## src/rtl/burst_seq.sv

```systemverilog
module burst_seq #(
  parameter int ADDR_W = 13,
  parameter int COL_W  = 10,
  parameter int NBANK  = 4,
  localparam int BANK_W = $clog2(NBANK)
) (
  input  logic              clk,
  input  logic              rst_n,
  input  logic [2:0]        cmd,
  input  logic [BANK_W-1:0] bank,
  input  logic [ADDR_W-1:0] addr,
  input  logic [NBANK-1:0]  bank_open,
  output logic [COL_W-1:0]  col_addr,
  output logic              dvalid,
  output logic              busy,
  output logic              illegal
);
  localparam logic [2:0] C_RD  = 3'b010;
  localparam logic [2:0] C_WR  = 3'b011;
  localparam logic [2:0] C_MRS = 3'b100;

  logic [1:0]       bl_log;
  logic             bt;
  logic             cl_two;
  logic             active;
  logic [1:0]       wcnt;
  logic [2:0]       beat;
  logic [COL_W-1:0] start;

  logic [2:0] mask;
  logic [2:0] low;
  logic       is_acc, accept, mrs_hit, bl_ok, cl_ok, mrs_ok;

  assign mask    = 3'((4'd1 << bl_log) - 4'd1);
  assign is_acc  = (cmd == C_RD) || (cmd == C_WR);
  assign accept  = !active && is_acc && bank_open[bank];
  assign mrs_hit = !active && (cmd == C_MRS) && (bank == '0);
  assign bl_ok   = (addr[2:0] != 3'd0) && (addr[2:0] <= 3'd3);
  assign cl_ok   = (addr[6:4] == 3'd2) || (addr[6:4] == 3'd3);
  assign mrs_ok  = bl_ok && cl_ok && (bank_open == '0);

  assign busy   = active;
  assign dvalid = active && (wcnt == 2'd0);
  assign low    = bt ? (start[2:0] ^ beat) : (start[2:0] + beat);
  assign col_addr = dvalid ?
      {start[COL_W-1:3], (start[2:0] & ~mask) | (low & mask)} : '0;

  always_ff @(posedge clk or negedge rst_n) begin
    if (!rst_n) begin
      bl_log  <= 2'd2;
      bt      <= 1'b0;
      cl_two  <= 1'b0;
      illegal <= 1'b0;
    end else if (mrs_hit) begin
      if (mrs_ok) begin
        bl_log  <= addr[1:0];
        bt      <= addr[3];
        cl_two  <= (addr[6:4] == 3'd2);
        illegal <= 1'b0;
      end else begin
        illegal <= 1'b1;
      end
    end
  end

  always_ff @(posedge clk or negedge rst_n) begin
    if (!rst_n) begin
      active <= 1'b0;
      wcnt   <= 2'd0;
      beat   <= 3'd0;
      start  <= '0;
    end else if (accept) begin
      active <= 1'b1;
      wcnt   <= (cmd == C_RD) ? (cl_two ? 2'd1 : 2'd2) : 2'd0;
      beat   <= 3'd0;
      start  <= addr[COL_W-1:0];
    end else if (active) begin
      if (wcnt != 2'd0)
        wcnt <= wcnt - 2'd1;
      else if (beat == mask)
        active <= 1'b0;
      else
        beat <= beat + 3'd1;
    end
  end
endmodule


```

## config.mk

```make
export PLATFORM = sky130hd
export DESIGN_NAME = burst_seq
export DESIGN_NICKNAME = d
export VERILOG_FILES = /design/src/rtl/burst_seq.sv
export SDC_FILE = /design/constraint.sdc
export NUM_CORES = 1
export LEC_CHECK = 0
export BUFFER_PORTS_ARGS = -buffer_cell sky130_fd_sc_hd__buf_2
export CORE_ASPECT_RATIO = 1.75
export CORE_MARGIN = 3
export CORE_UTILIZATION = 50
export CTS_CLUSTER_DIAMETER = 30
export DETAILED_ROUTE_END_ITERATION = 12
export GPL_TIMING_DRIVEN = 0
export MAX_ROUTING_LAYER = met4
export PLACE_DENSITY = 0.86
export SYNTH_ARGS = -nofsm -noshare
export SYNTH_HDL_FRONTEND = slang
export SYNTH_SLANG_ARGS = --single-unit
```

## constraint.sdc

```tcl
create_clock -name clk -period 4.25 [get_ports clk]
set_clock_uncertainty 0.05 [all_clocks]
set_input_delay 0.85 -clock clk [delete_from_list [all_inputs] [get_ports clk]]
set_output_delay 0.85 -clock clk [all_outputs]
set_load 0.01 [all_outputs]
```

# After elaboration in Yosys (flattened, before gate mapping)
# Index checks and enable logic that the tools add are counted.
# op_classes
mux,18
n_lt_le_gt_ge,2
reduce_logical,21
n_bitwise,5
n_shift,1
n_eq_ne,8
add_sub_neg,4
# op_table
op,count
3-bit 2-to-1 mux,5
3-bit by 2-bit == test with 1-bit output (second input constant),4
10-bit 2-to-1 mux,1
2-bit 2-to-1 mux,5
1-bit logical AND,8
3-bit bitwise AND,2
1-bit 2-to-1 mux,6
2-bit nonzero test,3
2-bit zero test,2
4-bit zero test,1
2-bit inequality test (second input constant),2
2-bit AND reduction,2
3-bit by 1-bit adder with 3-bit output (second input constant),1
3-bit adder,1
3-bit == test,1
3-bit == test (second input constant),1
3-bit by 2-bit <= comparator with 1-bit output (second input constant),1
2-bit by 3-bit < comparator with 1-bit output (second input constant),1
3-bit inverter,1
3-bit bitwise OR,1
3-bit AND reduction,1
3-bit nonzero test,1
1-bit by 2-bit left shift with 3-bit output (first input constant),1
3-bit by 1-bit subtractor with 3-bit output (second input constant),1
5 further kinds,6
# word_totals
input_bits,24
output_inout_bits,13
ff_bits,21

# Longest topological paths before layout
# logic_depth
depth_word,7
mapped_depth,7
depth_no_buf,7

# Least setup slack after synthesis
# No wires, ideal clock.
# synth_timing
path_kind,reg2out
from,reg beat[0]
to,out col_addr[2]
setup_slack_ps,1646
path_stages_with_launch,7
required_time_ps,3350
arrival_ps,1704
n_path_buf,0
path_cell_list,dfrtp_1 ha_1 fa_1 nor2b_1 xnor2_1 or3_1 a21oi_1
# synth_via
elab_chain_len,5
# synth_lines
item,line_no,text
"start, declared",27,logic [2:0] beat;
"start signal, assigned",83,beat <= beat + 3'd1;
3-bit adder,44,assign low = bt ? (start[2:0] ^ beat) : (start[2:0] + beat);
3-bit 2-to-1 mux,44,
3-bit bitwise AND,46,"{start[COL_W-1:3], (start[2:0] & ~mask) | (low & mask)} : '0;"
3-bit bitwise OR,46,
10-bit 2-to-1 mux,45,assign col_addr = dvalid ?
"end, declared",13,"output logic [COL_W-1:0] col_addr,"
# Every way passes these cells.

# Worst setup path after layout
# layout_timing
from,reg beat[1]
to,out col_addr[2]
# Same word-level chain as after synthesis.

==> metrics.cfg <==
[worst_setup_path]
max_stage_delay_ns=0.54
cpMaxStageDelayCell=dfrtp_1
crit_path_end_kind=output pin
cp_data_required_time_ns=3.35
worst-path-max-fanout=11
r2r_setup_slack_ns=2.45
rr_startpoint=busy$_DFF_PN0_
rr_endpoint=bl_log[0]$_DFFE_PN0P_
reg2reg_depth=4
startpoint_type=flip-flop
worstPathCellList=fa_1, nor2b_1, xnor2_1, or3_1, a21oi_1, buf_2
worstSetupPathType=flip-flop to output pin
arrival_ns=2.11
startpoint=beat[1]$_DFFE_PN0P_

[pwr]
p_seq_share_pct=38.5
p_switching_mw=0.339
swShare_pct=39.8
clock_power_share_pct=15.3
p_leak_nw=0.814
combPwrFrac_pct=46.2
p_int_mw=0.514
power_density_nw_per_um2=537
ir_drop_uv=344

[drt]
routed-via-count=1173
drc=0
wl_um=3090
vias_per_cell=5.84
drt-initial-drc-count=31
drtPass1Iterations=4
ant_nets=0
wl_per_cell_um=15.3

[timing]
rsz0062_at_grt=no
finalSetupTns_ns=0
setup_viol_count_final=0
slew_headroom_pct=69.2
fin_crit_sh_pct=70.9
tightest_slew_ns=0.463
fmax_mhz=332
hold_violations=0
period_minus_slack_ns=3.01
drv_slew=0

[placement]
gp_congestion=0.848
dp_hpwl_um=2360
postPlaceCellArea_um2=1540
io_buffers=33

[clock_network]
clk_latency_ns=0.26
ctsResizeCount=0
cts_htree_levels=1
clk_pin_slew_worst_paths_ns=0.07
clockBufferDepth=2
cts_root_buf=clkbuf_8
cts_setup_buffers=0
cts.sinks=21
cts_made_buffers=3
cts_tree=done
cts_hold_buf=0

[cells_and_area]
multi_input_area_um2=741
seqCellArea_um2=527
drive_gt1_share_pct=34.9
n_antenna_cell=0
area_growth_syn_to_layout_pct=18.1
final_util_pct=63.0
final_cell_mix=buf_2 (38), nand2_1 (38), dfrtp_1 (20), and3_1 (7)
final_nets=205
fin_area_um2=1590
fillers=210

[logic_synthesis]
netlist_area_um2=1350
yosysUniqueCellTypes=42
synth_top_flop_cell=dfrtp_1
yosysSeqAreaShare_pct=39.2
synth_top_family_by_area=simple AND/OR/NAND/NOR gates
async_reset_ff_share_pct=100
synth_edf_count=0
postSynthCellCount=138
muxShareOfSynthArea_pct=7.63
yosysWarningCount=0
ys_seq_elements=21
synthSimpleGateAreaFrac_pct=29.6
synth-compound-area-share_pct=11.3
synthAdderAreaFrac_pct=5.21
synthXorXnorAreaFrac_pct=1.30
syn-num-nets=167
syn_avg_cell_area_um2=9.75

[grt]
grt-ovfl-total=0
grt_max_degree=22
grt_pass1_vias=1218
grt_first_pass_wirelength_um=5320
antenna_found_initial=0
track_usage_pct=22.2

[run_status]
status=finished, final reports clean

[worst_hold_path]
holdPathEnd=start[4]$_DFFE_PN0P_
holdCritStartpoint=start[4]$_DFFE_PN0P_
hold_class=flip-flop to flip-flop
hold_depth=2

[die]
design.core.area_um2=2520
dieWidth_um=45.2
io-pin-count=37
rows=24
die_area_um2=3370
die_h_um=74.6
initial_core_util_pct=53.3

[flow_run]
drv_cap=0

registers in the layout, summed over array words and instances (netlist names):
name     cells
beat         3
bl_log       2
bt           1
busy         1
cl_two       1
illegal      1
start       10
wcnt         2
cells by family (layout without fill, tap and decap cells):
| family | after synthesis | count (layout) |
|---|---|---|
| muxes | 7 | 7 |
| adders and majority gates | 5 | 5 |
| xor gates and xnor gates | 2 | 2 |
| AOI/OAI and AO/OA | 20 | 20 |
| DFF | 21 | 21 |
| and+or+nand+nor | 70 | 70 |
| buffers and inverters | 13 | 50 |
final cells by class:
type / instances / share of cell area, %
plain buffers: 8 / 3.70
clock buffers: 3 / 2.60
clock inverters: 1 / 0.315
inverters: 5 / 1.18
multi-input cells: 104 / 46.6
flip-flops and latches: 21 / 33.1
well taps: 26 / 2.05
repair buffers: 33 / 10.4
per-stage QoR:
stage               total power, mW  setup WS (ns)  hold WS (ns)  cells
detailed placement            0.725           1.55         0.409    197
global route                  0.927           1.11         0.460    201
floorplan                     0.605           1.65         0.387    138
CTS                           0.858           1.24         0.428    201
finish                        0.853           1.24         0.427    201
global placement              0.697           1.55         0.400    197
power by group through the flow:
stage               clock, mW  sequential [mW]  combinational [mW]
finish                  0.130            0.328               0.394
global route            0.143            0.335               0.449
CTS                     0.134            0.326               0.398
detailed placement          0            0.330               0.395
global placement            0            0.323               0.374
floorplan                   0            0.314               0.291
critical path: cells and delay by family, from the launching register on:
kind / cells / cell delay (ns)
adders and majority gates: 1 / 0.46
buffers and inverters: 1 / 0.15
xor gates and xnor gates: 1 / 0.12
AOI/OAI and AO/OA: 1 / 0.14
DFF: 1 / 0.54
and+or+nand+nor: 2 / 0.44
metal layers:
| metal | global-route usage (%) | up-vias | wire length (µm) |
|---|---|---|---|
| met2 | 36.3 | 33 | 1700 |
| li1 | - | 553 | - |
| met1 | 25.5 | 582 | 1170 |
| met3 | 2.87 | 5 | 146 |
| met5 | - | - | 0 |
| met4 | 12.4 | 0 | 72 |
cells in the mapped netlist, types with 2 or more instances:
| cell | count | share of area (%) |
|---|---|---|
| nand2_1 | 38 | 11 |
| dfrtp_1 | 20 | 37 |
| and3_1 | 7 | 3.3 |
| buf_2 | 5 | 1.9 |
| inv_1 | 5 | 1.4 |
| nor3b_1 | 5 | 2.8 |
| ha_1 | 4 | 3.7 |
| mux2_4 | 4 | 4.5 |
| a21oi_1 | 3 | 1.1 |
| buf_6 | 3 | 2.5 |
| nor2_1 | 3 | 0.84 |
| o21ai_0 | 3 | 1.1 |
| a21oi_2 | 2 | 1.3 |
| mux2i_1 | 2 | 1.5 |
| nand3_1 | 2 | 0.74 |
| nor2b_1 | 2 | 0.93 |
| nor4b_1 | 2 | 1.3 |
| o21ai_1 | 2 | 0.74 |
| or3_1 | 2 | 0.93 |
| xnor2_1 | 2 | 1.3 |
worst max-delay path by stage:
stage,cells after the start,endpoint
global route,6,col_addr[2]
CTS,6,col_addr[2]
floorplan,6,col_addr[2]
finish,6,col_addr[2]
detailed placement,6,col_addr[2]
global placement,7,col_addr[2]
No activity file was read; power rests on OpenSTA's default activity.
